## src/rtl/adc_if_pkg.sv

```systemverilog
package adc_if_pkg;
  localparam int RES_W   = 12;
  localparam int FRAME_W = 16;
  localparam int CMD_W   = 8;
  localparam int CHAN_W  = 4;
  localparam int CNT_W   = $clog2(FRAME_W + 1);

  typedef struct packed {
    logic [1:0] len;
    logic       lsb_first;
    logic       bipolar;
  } fmt_t;

  function automatic logic [CNT_W-1:0] len_clocks(logic [1:0] code);
    case (code)
      2'b01:   return CNT_W'(8);
      2'b11:   return CNT_W'(16);
      default: return CNT_W'(12);
    endcase
  endfunction
endpackage

```

## src/rtl/adc_bit_sync.sv

```systemverilog
module adc_bit_sync #(
  parameter int         W      = 3,
  parameter int         STAGES = 2,
  parameter logic [W-1:0] RST_VAL = '0
) (
  input  logic         clk_i,
  input  logic         rst_ni,
  input  logic [W-1:0] d_i,
  output logic [W-1:0] q_o
);
  logic [W-1:0] stage_q [STAGES];

  always_ff @(posedge clk_i or negedge rst_ni) begin
    if (!rst_ni) begin
      for (int s = 0; s < STAGES; s++) stage_q[s] <= RST_VAL;
    end else begin
      stage_q[0] <= d_i;
      for (int s = 1; s < STAGES; s++) stage_q[s] <= stage_q[s-1];
    end
  end

  assign q_o = stage_q[STAGES-1];
endmodule

```

## src/rtl/adc_cmd_ctrl.sv

```systemverilog
module adc_cmd_ctrl
  import adc_if_pkg::*;
(
  input  logic              clk_i,
  input  logic              rst_ni,
  input  logic              cs_high_i,
  input  logic              cs_fall_i,
  input  logic              rise_i,
  input  logic              fall_i,
  input  logic              sdi_i,
  output logic [CHAN_W-1:0] chan_o,
  output logic              sample_o,
  output logic              shift_o,
  output logic              last_o,
  output logic              conv_start_o,
  output fmt_t              fmt_o
);
  logic [CMD_W-1:0]  cmd_sr;
  logic [CNT_W-1:0]  rise_cnt, fall_cnt, n_len;
  logic [CHAN_W-1:0] chan_q;
  logic              sample_q, start_q;
  fmt_t              fmt_q;
  logic              active, rise_ok, fall_ok, last;

  assign active  = !cs_high_i && !cs_fall_i;
  assign n_len   = len_clocks(fmt_q.len);
  assign rise_ok = active && rise_i && (rise_cnt < CNT_W'(CMD_W));
  assign fall_ok = active && fall_i && (fall_cnt < n_len);
  assign last    = fall_ok && (CNT_W'(fall_cnt + 1'b1) == n_len);

  always_ff @(posedge clk_i or negedge rst_ni) begin
    if (!rst_ni) begin
      cmd_sr   <= '0;
      rise_cnt <= '0;
      fall_cnt <= '0;
      chan_q   <= '0;
      sample_q <= 1'b0;
      start_q  <= 1'b0;
      fmt_q    <= '0;
    end else begin
      start_q <= last;
      if (cs_fall_i) begin
        rise_cnt <= '0;
        fall_cnt <= '0;
        sample_q <= 1'b0;
      end else if (cs_high_i) begin
        sample_q <= 1'b0;
      end else begin
        if (rise_ok) begin
          cmd_sr   <= {cmd_sr[CMD_W-2:0], sdi_i};
          rise_cnt <= rise_cnt + 1'b1;
          if (rise_cnt == CNT_W'(CHAN_W - 1))
            chan_q <= {cmd_sr[CHAN_W-2:0], sdi_i};
        end
        if (fall_ok) begin
          fall_cnt <= fall_cnt + 1'b1;
          if (fall_cnt == CNT_W'(3)) sample_q <= 1'b1;
          if (last) begin
            sample_q <= 1'b0;
            fmt_q    <= fmt_t'(cmd_sr[3:0]);
          end
        end
      end
    end
  end

  assign chan_o       = chan_q;
  assign sample_o     = sample_q;
  assign shift_o      = fall_ok;
  assign last_o       = last;
  assign conv_start_o = start_q;
  assign fmt_o        = fmt_q;

  // never more than the command width captured per transfer
  assert_cmd_width_R4: assert property (@(posedge clk_i) disable iff (!rst_ni)
    rise_cnt <= CNT_W'(CMD_W));
  // no sample window while deselected
  assert_no_sample_idle_R2: assert property (@(posedge clk_i) disable iff (!rst_ni)
    cs_high_i |=> !sample_q);
  // conversion starts exactly as the sample window closes
  assert_start_closes_window_R10: assert property (@(posedge clk_i) disable iff (!rst_ni)
    start_q |-> (!sample_q && $past(sample_q)));
endmodule

```

## src/rtl/adc_out_shift.sv

```systemverilog
module adc_out_shift
  import adc_if_pkg::*;
(
  input  logic             clk_i,
  input  logic             rst_ni,
  input  logic             load_i,
  input  logic             shift_i,
  input  fmt_t             fmt_i,
  input  logic [RES_W-1:0] result_i,
  output logic             sdo_o
);
  logic [FRAME_W-1:0] sr_q, word, rev, frame;
  logic [RES_W-1:0]   code;
  logic [CNT_W-1:0]   n_len;

  always_comb begin
    code = result_i;
    if (fmt_i.bipolar) code[RES_W-1] = ~result_i[RES_W-1];
    word  = {code, {(FRAME_W-RES_W){1'b0}}};
    n_len = len_clocks(fmt_i.len);
    for (int i = 0; i < FRAME_W; i++) rev[i] = word[FRAME_W-1-i];
    // LSB-first: shift the reversed window so its first bit sits on top
    frame = fmt_i.lsb_first ? (rev << (CNT_W'(FRAME_W) - n_len)) : word;
  end

  always_ff @(posedge clk_i or negedge rst_ni) begin
    if (!rst_ni)      sr_q <= '0;
    else if (load_i)  sr_q <= frame;
    else if (shift_i) sr_q <= {sr_q[FRAME_W-2:0], 1'b0};
  end

  assign sdo_o = sr_q[FRAME_W-1];

  // output bit only moves on a load or a falling serial edge
  assert_sdo_hold_R7: assert property (@(posedge clk_i) disable iff (!rst_ni)
    (!load_i && !shift_i) |=> $stable(sdo_o));
endmodule

```

## src/rtl/adc_conv_timer.sv

```systemverilog
module adc_conv_timer
  import adc_if_pkg::*;
#(
  parameter int CONV_CYCLES = 20
) (
  input  logic             clk_i,
  input  logic             rst_ni,
  input  logic             start_i,
  input  logic [RES_W-1:0] result_i,
  output logic             eoc_o,
  output logic [RES_W-1:0] result_o
);
  localparam int CW = $clog2(CONV_CYCLES + 1);

  logic [CW-1:0]    cnt_q;
  logic             eoc_q;
  logic [RES_W-1:0] res_q;

  always_ff @(posedge clk_i or negedge rst_ni) begin
    if (!rst_ni) begin
      cnt_q <= '0;
      eoc_q <= 1'b1;
      res_q <= '0;
    end else if (eoc_q) begin
      if (start_i) begin
        eoc_q <= 1'b0;
        cnt_q <= CW'(CONV_CYCLES - 1);
      end
    end else if (cnt_q == '0) begin
      eoc_q <= 1'b1;
      res_q <= result_i;
    end else begin
      cnt_q <= cnt_q - 1'b1;
    end
  end

  assign eoc_o    = eoc_q;
  assign result_o = res_q;

  // a start drops end-of-conversion on the next edge
  assert_eoc_drop_R10: assert property (@(posedge clk_i) disable iff (!rst_ni)
    (start_i && eoc_q) |=> !eoc_q);
  // result held and busy kept until the count runs out
  assert_eoc_busy_R10: assert property (@(posedge clk_i) disable iff (!rst_ni)
    (!eoc_q && cnt_q != '0) |=> (!eoc_q && $stable(res_q)));
endmodule

```

## src/rtl/adc_serial_link.sv

```systemverilog
module adc_serial_link
  import adc_if_pkg::*;
#(
  parameter int SYNC_STAGES = 2,
  parameter int CONV_CYCLES = 20
) (
  input  logic              clk_i,
  input  logic              rst_ni,
  input  logic              cs_ni,
  input  logic              sclk_i,
  input  logic              sdi_i,
  input  logic [RES_W-1:0]  conv_result_i,
  output logic              sdo_o,
  output logic              sdo_en_o,
  output logic              eoc_o,
  output logic [CHAN_W-1:0] chan_o,
  output logic              sample_o,
  output logic              conv_start_o
);
  logic [2:0]       sync_q;
  logic             cs_s, sclk_s, sdi_s, cs_d, sclk_d;
  logic             cs_fall, rise, fall, sdo_en_q;
  logic             shift, last, sdo_bit;
  fmt_t             fmt;
  logic [RES_W-1:0] result;

  adc_bit_sync #(.W(3), .STAGES(SYNC_STAGES), .RST_VAL(3'b100)) i_sync (
    .clk_i, .rst_ni,
    .d_i ({cs_ni, sclk_i, sdi_i}),
    .q_o (sync_q)
  );
  assign {cs_s, sclk_s, sdi_s} = sync_q;

  always_ff @(posedge clk_i or negedge rst_ni) begin
    if (!rst_ni) begin
      cs_d     <= 1'b1;
      sclk_d   <= 1'b0;
      sdo_en_q <= 1'b0;
    end else begin
      cs_d   <= cs_s;
      sclk_d <= sclk_s;
      if (cs_s)         sdo_en_q <= 1'b0;
      else if (cs_fall) sdo_en_q <= 1'b1;
    end
  end

  assign cs_fall = cs_d & ~cs_s;
  assign rise    = sclk_s & ~sclk_d;
  assign fall    = ~sclk_s & sclk_d;

  adc_cmd_ctrl i_ctrl (
    .clk_i, .rst_ni,
    .cs_high_i   (cs_s),
    .cs_fall_i   (cs_fall),
    .rise_i      (rise),
    .fall_i      (fall),
    .sdi_i       (sdi_s),
    .chan_o      (chan_o),
    .sample_o    (sample_o),
    .shift_o     (shift),
    .last_o      (last),
    .conv_start_o(conv_start_o),
    .fmt_o       (fmt)
  );

  adc_out_shift i_out (
    .clk_i, .rst_ni,
    .load_i  (cs_fall),
    .shift_i (shift),
    .fmt_i   (fmt),
    .result_i(result),
    .sdo_o   (sdo_bit)
  );

  adc_conv_timer #(.CONV_CYCLES(CONV_CYCLES)) i_timer (
    .clk_i, .rst_ni,
    .start_i (last),
    .result_i(conv_result_i),
    .eoc_o   (eoc_o),
    .result_o(result)
  );

  assign sdo_en_o = sdo_en_q;
  assign sdo_o    = sdo_en_q & sdo_bit;
endmodule

```

## config.mk

```make
export PLATFORM = sky130hd
export DESIGN_NAME = adc_serial_link
export DESIGN_NICKNAME = d
export VERILOG_FILES = /design/src/rtl/adc_if_pkg.sv /design/src/rtl/adc_bit_sync.sv /design/src/rtl/adc_cmd_ctrl.sv /design/src/rtl/adc_out_shift.sv /design/src/rtl/adc_conv_timer.sv /design/src/rtl/adc_serial_link.sv
export SDC_FILE = /design/constraint.sdc
export NUM_CORES = 1
export LEC_CHECK = 0
export CORE_MARGIN = 1
export CORE_UTILIZATION = 30
export CTS_CLUSTER_SIZE = 20
export DETAILED_ROUTE_END_ITERATION = 6
export PLACE_DENSITY_LB_ADDON = 0.3
export SETUP_SLACK_MARGIN = 0.15
export SLEW_MARGIN = 20
export SYNTH_ARGS = -nofsm -noshare
export SYNTH_HDL_FRONTEND = slang
export SYNTH_SLANG_ARGS = --single-unit
```

## constraint.sdc

```tcl
create_clock -name clk_i -period 2.3 [get_ports clk_i]
set_input_delay 0.46 -clock clk_i [delete_from_list [all_inputs] [get_ports clk_i]]
set_output_delay 0.46 -clock clk_i [all_outputs]
set_load 0.02 [all_outputs]
```

Word-level counts from Yosys, hierarchy flattened
Index checks and enable logic that the tools add are counted.
{"block": "op_classes", "n_addsub": 4, "magnitude_cmp": 2, "n_eq_ne": 8, "shift": 1, "n_mux": 24, "bitwise": 10, "reduce_logical": 22}
{"operator": "$mux 16", "n": 3}
{"operator": "$mux 5", "n": 9}
{"operator": "$shl 12x5->16", "n": 1}
{"operator": "$mux 1", "n": 11}
{"operator": "$add 5x1->5 const B", "n": 2}
{"operator": "$eq 5x2->1 const B", "n": 2}
{"operator": "$pmux 5 s2", "n": 1}
{"operator": "$reduce_and 2->1", "n": 5}
{"operator": "$reduce_and 4->1", "n": 2}
{"operator": "$logic_and 1x1->1", "n": 6}
{"operator": "$not 1->1", "n": 6}
{"operator": "$reduce_bool 2->1", "n": 3}
{"operator": "$eq 5x5->1", "n": 1}
{"operator": "$logic_not 5->1", "n": 1}
{"operator": "$lt 5x4->1 const B", "n": 1}
{"operator": "$lt 5x5->1", "n": 1}
{"operator": "$sub 5x1->5 const B", "n": 1}
{"operator": "$sub 5x5->5 const A", "n": 1}
{"operator": "$and 1x1->1", "n": 4}
{"operator": "$ne 2x1->1 const B", "n": 2}
{"operator": "$reduce_bool 4->1", "n": 1}
{"operator": "$reduce_and 3->1", "n": 1}
{"operator": "$reduce_bool 3->1", "n": 1}
{"operator": "$eq 2x1->1 const B", "n": 1}
{"operator": "other kinds (3)", "n": 4}
{"block": "word_totals", "regBits": 67, "in_bits": 17, "output_inout_bits": 9, "wordCells": 89}

Longest topological paths before layout
Gate-level depths: netlist (run 1).
{"block": "depth", "depth_word": 11, "ltp_mapped": 10, "depth_no_buf": 8}

Modules after synthesis
A second synthesis (run 1) with hierarchy kept.
{"block": "unflattened", "cells_unflattened": 288, "hier_area_um2": 3301.9}
{"mod": "adc_cmd_ctrl", "instances": 1, "cells_each": 104, "area_each_um2": 1197.4, "seq_area_each_um2": 600.6}
{"mod": "adc_out_shift", "instances": 1, "cells_each": 111, "area_each_um2": 1042.2, "seq_area_each_um2": 400.4}
{"mod": "adc_conv_timer", "instances": 1, "cells_each": 56, "area_each_um2": 772.0, "seq_area_each_um2": 451.7}
{"mod": "adc_bit_sync", "instances": 1, "cells_each": 9, "area_each_um2": 175.2, "seq_area_each_um2": 152.6}
{"mod": "adc_serial_link", "instances": 1, "cells_each": 8, "area_each_um2": 115.1, "seq_area_each_um2": 76.3}

Least setup slack after synthesis (run 1)
OpenSTA, ideal clock, no wires.
{"block": "synth_timing", "path_type": "register -> register", "from": "reg i_ctrl.fmt_q, in the netlist i_ctrl.fmt_o[3]", "to": "reg i_ctrl.fmt_q, in the netlist i_ctrl.fmt_o[0]", "setup_time_ns": 0.125, "arrival_ns": 2.182, "required_time_ns": 2.175, "setup_slack_ns": -0.007, "path_stages_with_launch": 11, "path_buffers": 2, "period_less_slack_ns": 2.307, "path_cell_list": "dfrtp_1 -> buf_2 -> nand2_1 -> inv_1 -> ha_1 -> o21a_1 -> o21ai_0 -> nand4_1 -> a21oi_2 -> buf_6 -> mux2_4"}
{"block": "synth_between", "elab_chain_cells": 6, "elab_cells_between_ends": 8, "cone_classes": "1 x order compare; 3 x eq/ne; 1 x mux; 3 x reduce/logical"}
{"item": "from (decl)", "line": "adc_cmd_ctrl.sv:22", "source": "fmt_t fmt_q;"}
{"item": "from (signal assigned)", "line": "adc_cmd_ctrl.sv:60", "source": "fmt_q <= fmt_t'(cmd_sr[3:0]);"}
{"item": "$eq 2x2->1 / $eq 2x1->1 (equally long branches)", "line": "adc_if_pkg.sv:15", "source": "case (code)"}
{"item": "$pmux 5 s2 (*)", "line": "adc_if_pkg.sv:15"}
{"item": "$lt 5x5->1", "line": "adc_cmd_ctrl.sv:28", "source": "assign fall_ok = active && fall_i && (fall_cnt < n_len);"}
{"item": "$logic_and 1x1->1", "line": "adc_cmd_ctrl.sv:28"}
{"item": "$logic_and 1x1->1 (*)", "line": "adc_cmd_ctrl.sv:29", "source": "assign last = fall_ok && (CNT_W'(fall_cnt + 1'b1) == n_len);"}
{"item": "named net i_ctrl.last_o", "line": "adc_cmd_ctrl.sv:14", "source": "output logic last_o,"}
{"item": "$reduce_and 4->1 (no source line) (*)"}
The timed path passes the listed nets; every way through them passes the cells marked *.
A chain may end at the register's enable or synchronous reset.

Worst setup path after layout (run 1)
{"block": "layout_timing", "from": "reg i_ctrl.fmt_q, in the netlist i_ctrl.fmt_o[3]", "to": "reg i_ctrl.fmt_q, in the netlist i_ctrl.fmt_o[0]"}
{"block": "layout_between", "elab_chain_cells": 6, "elab_cells_between_ends": 8, "cone_classes": "1 x order compare; 3 x eq/ne; 1 x mux; 3 x reduce/logical"}
{"item": "$eq 2x2->1 / $eq 2x1->1 (equally long branches)", "line": "adc_if_pkg.sv:15"}
{"item": "$pmux 5 s2 (*)", "line": "adc_if_pkg.sv:15"}
{"item": "$lt 5x5->1", "line": "adc_cmd_ctrl.sv:28"}
{"item": "$logic_and 1x1->1", "line": "adc_cmd_ctrl.sv:28"}
{"item": "$logic_and 1x1->1", "line": "adc_cmd_ctrl.sv:29"}
{"item": "$reduce_and 4->1 (no source line) (*)"}
Mark *: on every way between the ends. The rest lies on a longest branch, timed or not.

==> impl_metrics.py, run 1 <==
metrics = {
    "outcome": {
        "outcome": "finished, final reports clean",
    },
    "critical_path": {
        "start_kind": "register",
        "crit_family": "compound AO/OA/AOI/OAI gates",
        "r2r_slack_ps": 250,
        "crit_type": "reg2reg",
        "crit_required_ps": 2520,
        "r2r_cells": 8,
        "crit_fanout": 6,
        "worstPathArrival_ps": 2270,
        "critPathMaxStageDelay_ps": 390,
        "path_cells": "nand2_2 > inv_2 > ha_1 > o21a_1 > o21ai_2 > nand4_1 > a21oi_4 > mux2_4",
        "crit_path_end_kind": "register",
        "r2r-start": "i_ctrl.fmt_o[3]",
        "cp_slowest_cell": "dfrtp_1",
        "crit_buf_inv": 1,
        "r2r-end": "i_ctrl.fmt_o[0]",
    },
    "logic_synthesis": {
        "ys_ff_latch": 67,
        "synth_edf_count": 0,
        "synth_nets": 312,
        "synth_warnings": 0,
        "yosys.area.top_type": "dfrtp_1",
        "synthCells": 288,
        "synth_cell_types": 49,
        "synth_area_mm2": 0.00320,
        "synth_common_cells": "dfrtp_1, nand2_1, mux2_2",
        "synth_area_per_cell_um2": 11.1,
        "synthArstFlopShare": 1.00,
        "yosysSeqAreaShare": 0.526,
        "yosysTopAreaCellShare": 0.493,
        "yosys-top-cells-area": "dfrtp_1, mux2_2, nand2_1",
        "synth_ff_type": "dfrtp_1",
        "synth_most_common_cell": "dfrtp_1",
    },
    "drt": {
        "route.detailed.drc": 0,
        "vias_per_cell": 4.89,
        "wl_per_cell_um": 14.2,
        "ant_nets": 0,
        "via_count": 2265,
        "drtPass1Iterations": 4,
        "drtIter0Drc": 136,
        "detail_route.wirelength_mm": 6.56,
    },
    "sta": {
        "fmax_ghz": 0.489,
        "period_share": 0.889,
        "finalCriticalPeriod_ps": 2050,
        "finalHoldViolCount": 0,
        "slew_viol_final": 0,
        "setup_tns_ps": 0,
        "max-slew-margin-rel": 0.673,
        "finClkSkew_ps": 11.6,
        "rsz0062_at_grt": "false",
        "fin_ws_ps": 255,
        "setup_viol": 0,
        "worstMarginPinSlew_ps": 489,
    },
    "power": {
        "p_seq_frac": 0.527,
        "p_switching_uw": 616,
        "pwr-share-clk": 0.387,
        "p_leak_nw": 1.68,
        "ir_drop_mv": 0.304,
        "switching_share": 0.239,
        "p_int_mw": 1.96,
        "powerDensity_mw_per_mm2": 663,
        "comb_power_share": 0.087,
    },
    "global_route": {
        "overflow": 0,
        "grtUsageTotal": 0.126,
        "grt_pass1_wl_mm": 11.0,
        "grt_pass1_vias": 2199,
        "grt_max_degree": 50,
        "antenna_found_initial": 0,
    },
    "final_layout": {
        "fill_cells": 1029,
        "antennaDiodeCount": 0,
        "nNetsFinal": 346,
        "seqCellArea_mm2": 0.00168,
        "multi_input_area_mm2": 0.00143,
        "final_layout_size_suffix_gt1_frac": 0.226,
        "area_growth_pct": 21.3,
    },
    "clock_tree": {
        "root_buffer": "clkbuf_8",
        "cts_buffer_depth": 2,
        "cts_tree": "built",
        "clkTransAtPathRegs_ps": 70,
        "postCtsHoldBufs": 0,
        "clock_insertion_delay_worst_skew_ps": 340,
        "clock-sinks": 67,
        "cts_buffers": 9,
        "h-tree-depth": 3,
    },
    "floorplanning": {
        "initial_core_util": 0.310,
        "die_w_um": 105,
        "dieHeight_um": 105,
        "rows": 37,
        "core_mm2": 0.0103,
        "die_area_mm2": 0.0111,
        "pin_count": 26,
    },
    "min_path": {
        "hp-class": "in2async",
    },
    "place": {
        "port_buffers": 25,
        "gp_congestion": 0.816,
        "place_ws_ps": 98.0,
        "hpwl_mm": 4.55,
    },
    "job": {
        "max_cap_viol_count": 0,
    },
}
## cell families (layout without fill, tap and decap cells)
family	after synthesis	after routing	synth area share
buf+inv	24	63	0.0356
compound gates	67	67	0.146
fa+ha+maj	7	7	0.0274
flops	67	67	0.526
xor+xnor	8	8	0.0219
simple gates	83	83	0.131
mux	32	32	0.113
## layer usage
metal / GRT usage / share of wire
met5: 0 / 0
met4: 0.0443 / 0.015
met3: 0.0383 / 0.043
met2: 0.190 / 0.46
met1: 0.170 / 0.48
## registers in the layout, indices dropped and copies added, names as in the netlist
name	flops
cs_d	1
i_ctrl.chan_o	4
i_ctrl.cmd_sr	4
i_ctrl.conv_start_o	1
i_ctrl.fall_cnt	5
i_ctrl.fmt_o	4
i_ctrl.rise_cnt	5
i_ctrl.sample_o	1
i_out.sr_q	16
i_sync.q_o	3
i_sync.stage_q	3
i_timer.cnt_q	5
i_timer.eoc_o	1
i_timer.result_o	12
sclk_d	1
sdo_en_o	1
## stage by stage
| stage | utilization | cell area, µm² | hold WS [ps] | instances | total power, mW |
|---|---|---|---|---|---|
| floorplan | - | 3200 | 164 | 288 | 1.48 |
| global placement | 0.352 | 3630 | 333 | 444 | 1.59 |
| detailed placement | 0.352 | 3630 | 336 | 444 | 1.60 |
| CTS | 0.373 | 3850 | 61.0 | 461 | 2.61 |
| global route | 0.376 | 3880 | 82.7 | 463 | 2.69 |
| finish | 0.376 | 3880 | 65.7 | 463 | 2.57 |
## how the worst max path moves through the flow
stage,cells past startpoint,slack [ps],to,from
3_5_place_dp,8,100,i_ctrl.fmt_o[1],i_ctrl.fmt_o[2]
6_report,8,250,i_ctrl.fmt_o[0],i_ctrl.fmt_o[3]
3_3_place_gp,8,200,i_ctrl.fmt_o[1],i_ctrl.fmt_o[2]
5_1_grt,9,150,i_out.sr_q[11],i_ctrl.fmt_o[3]
4_1_cts,8,160,i_ctrl.fmt_o[1],i_ctrl.fmt_o[2]
2_1_floorplan,10,160,i_ctrl.fmt_o[0],i_ctrl.fmt_o[3]
## what timing repair did
action	in CTS	in global routing
pin swaps	2	4
setup endpoints to repair	7	22
resized for setup	1	6
buffers inserted	1	2
## area by class of cell
type / instances / share of cell area
Inverter: 7 / 0.00677
Multi-Input combinational cell: 197 / 0.367
Tap cell: 136 / 0.0439
Clock inverter: 4 / 0.0129
Sequential cell: 67 / 0.434
Timing Repair Buffer: 40 / 0.0955
Clock buffer: 12 / 0.0400
## power groups by stage
stage	Combinational (mW)	Sequential (mW)	Clock, mW
after global placement	0.219	1.38	0
after CTS	0.224	1.35	1.03
after global routing	0.251	1.37	1.07
after detailed placement	0.223	1.38	0
final	0.223	1.35	0.994
after floorplan	0.138	1.35	0
## placed cells by master, fill, tap and decap left out, drive strengths merged, types with 3 or more instances in the layout
cell type       n
xnor2           4
nor2           17
clkbuf         12
nor4            3
xor2            4
dfrtp          63
buf            16
o31a            6
nand2          40
nor3            4
and2            4
clkdlybuf4s50  24
a221oi          7
inv             6
a31oi           6
o21ai          17
a2bb2oi         4
a21oi           7
mux2           26
nand3           3
ha              7
a211oi          6
dfstp           4
nand3b          3
mux2i           6
## worst register-to-register path, cell delays in order (launching register included)
cell and delay, ps:
dfrtp_1 390, nand2_2 120, inv_2 70, ha_1 280, o21a_1 120, o21ai_2 160, nand4_1 180, a21oi_4 290
mux2_4 330
Power figures use the tool's default switching activity.
==> run 2, diff against run 1 <==
--- a/config.mk
+++ b/config.mk
@@ -5,6 +5,8 @@
 export SDC_FILE = /design/constraint.sdc
 export NUM_CORES = 1
 export LEC_CHECK = 0
+export CELL_PAD_IN_SITES_DETAIL_PLACEMENT = 2
+export CELL_PAD_IN_SITES_GLOBAL_PLACEMENT = 2
 export CORE_MARGIN = 1
 export CORE_UTILIZATION = 30
 export CTS_CLUSTER_SIZE = 20
==> run 2 against run 1 <==
Final area is 1.7% higher; final cell count is 0.86% higher; critical endpoint unchanged; flip-flop and latch count stayed put; worst hold slack better by 39 ps; wire length is 24% higher; fmax is 0.13% lower.
==> impl_metrics.py, run 2 (same netlist as run 1, synthesis figures left out) <==
metrics = {
    "outcome": {
        "outcome": "finished, final reports clean",
    },
    "critical_path": {
        "crit_family": "compound AO/OA/AOI/OAI gates",
        "crit_type": "reg2reg",
        "cp_slowest_cell": "dfrtp_1",
        "crit_buf_inv": 1,
        "worstPathArrival_ps": 2290,
        "path_cells": "nand2_2 > inv_2 > ha_4 > o21a_1 > o21ai_2 > nand4_1 > a21oi_4 > mux2_4",
        "critPathMaxStageDelay_ps": 400,
        "crit_path_end_kind": "register",
        "crit_required_ps": 2540,
        "crit_fanout": 6,
        "start_kind": "register",
    },
    "floorplanning": {
        "die_w_um": 105,
        "rows": 37,
        "core_mm2": 0.0103,
        "pin_count": 26,
        "dieHeight_um": 105,
        "die_area_mm2": 0.0111,
        "initial_core_util": 0.310,
    },
    "global_route": {
        "antenna_found_initial": 0,
        "grt_max_degree": 25,
        "overflow": 0,
        "grt_pass1_wl_mm": 13.7,
        "grt_pass1_vias": 2579,
        "grtUsageTotal": 0.165,
    },
    "power": {
        "powerDensity_mw_per_mm2": 651,
        "p_leak_nw": 1.70,
        "pwr-share-clk": 0.380,
        "ir_drop_mv": 0.290,
        "switching_share": 0.252,
        "p_seq_frac": 0.529,
        "comb_power_share": 0.091,
        "p_switching_uw": 647,
        "p_int_mw": 1.92,
    },
    "sta": {
        "finClkSkew_ps": 6.74,
        "period_share": 0.890,
        "setup_viol": 0,
        "setup_tns_ps": 0,
        "fmax_ghz": 0.488,
        "max-slew-margin-rel": 0.606,
        "finalCriticalPeriod_ps": 2050,
        "slew_viol_final": 0,
        "hold_ws_ps": 105,
        "worstMarginPinSlew_ps": 592,
        "rsz0062_at_grt": "false",
        "finalHoldViolCount": 0,
    },
    "final_layout": {
        "final_layout_size_suffix_gt1_frac": 0.248,
        "largest_register_ffs": 16,
        "layout_common_cells": "dfrtp_1, nand2_1, clkdlybuf4s50_1",
        "area_growth_pct": 23.4,
        "max_flop_register": "i_out.sr_q",
        "antennaDiodeCount": 0,
        "nNetsFinal": 350,
        "final_common_cell": "dfrtp_1",
        "fill_cells": 1096,
    },
    "clock_tree": {
        "h-tree-depth": 3,
        "cts_buffers": 9,
        "cts_buffer_depth": 2,
        "clock-sinks": 67,
        "postCtsHoldBufs": 0,
        "clkTransAtPathRegs_ps": 70,
        "clock_insertion_delay_worst_skew_ps": 360,
        "root_buffer": "clkbuf_8",
        "cts_tree": "built",
    },
    "place": {
        "hpwl_mm": 5.84,
        "port_buffers": 25,
        "gp_congestion": 0.736,
    },
    "drt": {
        "ant_nets": 0,
        "wl_per_cell_um": 17.4,
        "detail_route.wirelength_mm": 8.11,
        "route.detailed.drc": 0,
        "vias_per_cell": 5.06,
        "drtIter0Drc": 80,
        "via_count": 2362,
        "drtPass1Iterations": 4,
    },
    "job": {
        "max_cap_viol_count": 0,
    },
    "min_path": {
        "hp-class": "in2async",
    },
}
[run 2: cell count changes in the layout (fill, tap and decap cells not counted), moves of 2 or more]
| cell | before | now |
|---|---|---|
| clkinvlp_4 | 2 | 0 |
| buf_4 | 14 | 17 |
| clkinv_2 | 1 | 5 |
| ha_4 | 0 | 2 |
[run 2: path summary, 6_finish.rpt]
path                                     end  slack [ps]  depth (start not counted)               from
min in group clk_i             i_sync.q_o[0]         350                          0  i_sync.stage_q[3]
max in group asynchronous  i_sync.stage_q[5]        1580                          2             rst_ni
min                            i_out.sr_q[1]         100                          1             rst_ni
min reg2reg                    i_sync.q_o[0]         350                          0  i_sync.stage_q[3]
max                          i_ctrl.fmt_o[0]         250                          8    i_ctrl.fmt_o[3]
max reg2reg                  i_ctrl.fmt_o[0]         250                          8    i_ctrl.fmt_o[3]
[run 2: area by class of cell]
cell class,count,area (µm²),area share
flip-flops and latches,67,1680,0.427
multi-input cells,197,1460,0.369
well taps,136,170,0.0431
inverters,7,26.3,0.00666
repair buffers,44,415,0.105
clock buffers,10,138,0.0349
clock inverters,6,55.1,0.0140
[run 2: power groups by stage]
stage / Sequential (mW) / Combinational (mW) / Clock [mW]
finish: 1.36 / 0.234 / 0.976
global route: 1.37 / 0.264 / 1.07
CTS: 1.36 / 0.239 / 1.02
detailed placement: 1.38 / 0.238 / 0
global placement: 1.38 / 0.228 / 0
floorplan: 1.35 / 0.138 / 0
[run 2: timing repair]
action | in CTS | in global routing
resized for setup | 5 | 7
pin swaps | 3 | 4
endpoints found under the setup margin | 17 | 17
buffers inserted | 3 | 3
endpoints found under the hold margin | 0 | 0
[run 2: through the flow]
step	power [mW]	cells	instance area, µm²	util	setup WS (ps)
3_5_place_dp	1.62	445	3650	0.354	27.2
4_1_cts	2.62	464	3880	0.376	153
5_1_grt	2.71	467	3950	0.382	138
2_1_floorplan	1.48	288	3200	-	161
3_3_place_gp	1.60	445	3650	0.354	134
6_report	2.57	467	3950	0.382	252
[run 2: routing by layer]
metal	vias up	GRT usage	routed length [µm]
met4	0	0.0915	165
met5	-	0	0
met1	1225	0.217	3910
met2	21	0.258	3890
li1	1104	-	-
met3	12	0.0278	150
==> run 3, diff against run 2 <==
--- a/config.mk
+++ b/config.mk
@@ -17,3 +17,4 @@
 export SYNTH_ARGS = -nofsm -noshare
 export SYNTH_HDL_FRONTEND = slang
 export SYNTH_SLANG_ARGS = --single-unit
+export TNS_END_PERCENT = 50
==> run 3 against run 2 <==
Clock skew hardly changed; sequential power hardly changed; worst hold slack worse by 1.3 ps; utilization is essentially flat; total power barely moved; non-clock buffer count unchanged; setup slack worse by 38 ps; via count down 0.13%; wire length rose by 0.35%; global-route usage did not move; largest cell class unchanged.
==> impl_metrics.py, run 3 (same netlist as run 1, synthesis figures left out) <==
metrics = {
    "drt": {
        "route.detailed.drc": 0,
        "route.met3.wl_um": 169,
        "met2_length_mm": 3.93,
        "vias_per_cell": 5.05,
        "wl_met1_mm": 3.87,
        "ant_nets": 0,
        "wl_per_cell_um": 17.4,
        "drtPass1Iterations": 4,
        "via_count": 2359,
        "routed.top_layer": "met4",
        "detail_route.wirelength_mm": 8.13,
        "drtIter0Drc": 69,
    },
    "critical_path": {
        "path_cells": "clkdlybuf4s50_1",
        "crit_family": "buffers and inverters",
        "crit_path_end_kind": "output port",
        "start_kind": "register",
        "critPathMaxStageDelay_ps": 640,
        "crit_buf_inv": 1,
        "cp_slowest_cell": "clkdlybuf4s50_1",
        "crit_fanout": 10,
        "worstPathArrival_ps": 1630,
        "crit_type": "reg2out",
        "crit_required_ps": 1840,
    },
    "power": {
        "p_seq_frac": 0.529,
        "p_int_mw": 1.92,
        "powerDensity_mw_per_mm2": 651,
        "switching_share": 0.252,
        "ir_drop_mv": 0.290,
        "total_power_mw": 2.57,
        "p_switching_uw": 647,
        "comb_power_share": 0.091,
        "pwr-share-clk": 0.380,
        "p_leak_nw": 1.70,
    },
    "final_layout": {
        "fill_cells": 1095,
        "layout_common_cells": "dfrtp_1, nand2_1, clkdlybuf4s50_1",
        "area_growth_pct": 23.3,
        "nNetsFinal": 350,
        "max_flop_register": "i_out.sr_q",
        "finalNonFillerCells": 467,
        "largest_register_ffs": 16,
        "final_common_cell": "dfrtp_1",
        "antennaDiodeCount": 0,
        "final_layout_size_suffix_gt1_frac": 0.248,
    },
    "clock_tree": {
        "cts_buffer_depth": 2,
        "root_buffer": "clkbuf_8",
        "cts_tree": "built",
        "cts_buffers": 9,
        "clkTransAtPathRegs_ps": 70,
        "postCtsHoldBufs": 0,
        "h-tree-depth": 3,
        "clock_insertion_delay_worst_skew_ps": 360,
        "clock-sinks": 67,
    },
    "place": {
        "place_ws_ps": 27.2,
        "port_buffers": 25,
        "dp_cells": 445,
        "hpwl_mm": 5.84,
        "gp_congestion": 0.736,
    },
    "floorplanning": {
        "core_mm2": 0.0103,
        "die_area_mm2": 0.0111,
        "die_w_um": 105,
        "initial_core_util": 0.310,
        "pin_count": 26,
        "dieHeight_um": 105,
        "rows": 37,
    },
    "global_route": {
        "antenna_found_initial": 0,
        "overflow": 0,
        "grt_max_degree": 25,
        "grt_pass1_wl_mm": 13.7,
        "grtUsageTotal": 0.165,
        "grt_pass1_vias": 2579,
    },
    "sta": {
        "finClkSkew_ps": 6.89,
        "finalHoldViolCount": 0,
        "finalCriticalPeriod_ps": 2090,
        "max-slew-margin-rel": 0.606,
        "setup_viol": 0,
        "period_share": 0.907,
        "setup_tns_ps": 0,
        "slew_viol_final": 0,
        "fin_ws_ps": 214,
        "worstMarginPinSlew_ps": 590,
        "fmax_ghz": 0.479,
        "rsz0062_at_grt": "true",
    },
    "min_path": {
        "hp-class": "in2async",
    },
    "outcome": {
        "outcome": "finished, final reports clean",
    },
    "job": {
        "max_cap_viol_count": 0,
    },
}
==> run 3: power by group through the flow <==
stage               Clock (mW)  Sequential (mW)  Combinational, mW
floorplan                    0             1.35              0.138
global placement             0             1.38              0.228
detailed placement           0             1.38              0.238
CTS                       1.02             1.36              0.239
global route              1.07             1.37              0.264
finish                   0.976             1.36              0.234
==> run 3: final timing paths <==
path | start | end | slack [ps] | depth (start not counted)
worst max register to register | i_ctrl.fmt_o[3] | i_ctrl.fmt_o[0] | 250 | 8
worst max-delay path | i_timer.eoc_o | eoc_o | 210 | 1
max in group asynchronous | rst_ni | i_sync.stage_q[5] | 1580 | 2
min in group clk_i | i_sync.stage_q[3] | i_sync.q_o[0] | 350 | 0
worst min-delay path | rst_ni | i_out.sr_q[1] | 100 | 1
worst min register to register | i_sync.stage_q[3] | i_sync.q_o[0] | 350 | 0
==> run 3: per-layer routing <==
layer,up-vias,global-route usage
li1,1101,-
met1,1219,0.217
met2,27,0.258
met3,12,0.0278
met4,0,0.0915
met5,-,0
==> run 3: final cells by class <==
type                            count  area [µm²]  area share
Timing Repair Buffer               44         413       0.105
Clock inverter                      6        55.1      0.0140
Tap cell                          136         170      0.0432
Sequential cell                    67        1680       0.427
Clock buffer                       10         138      0.0349
Inverter                            7        26.3     0.00666
Multi-Input combinational cell    197        1460       0.370
==> run 3: what timing repair did <==
item                                    in CTS  in global routing
setup buffers                                3                  3
gates resized for setup                      5                  6
endpoints found under the setup margin      17                 17
pin swaps                                    3                  4
==> run 3: per-stage QoR <==
stage	hold WS, ps	area [µm²]	utilization
floorplan	164	3200	-
global placement	335	3650	0.354
detailed placement	336	3650	0.354
CTS	101	3880	0.376
global route	128	3940	0.382
finish	104	3940	0.382
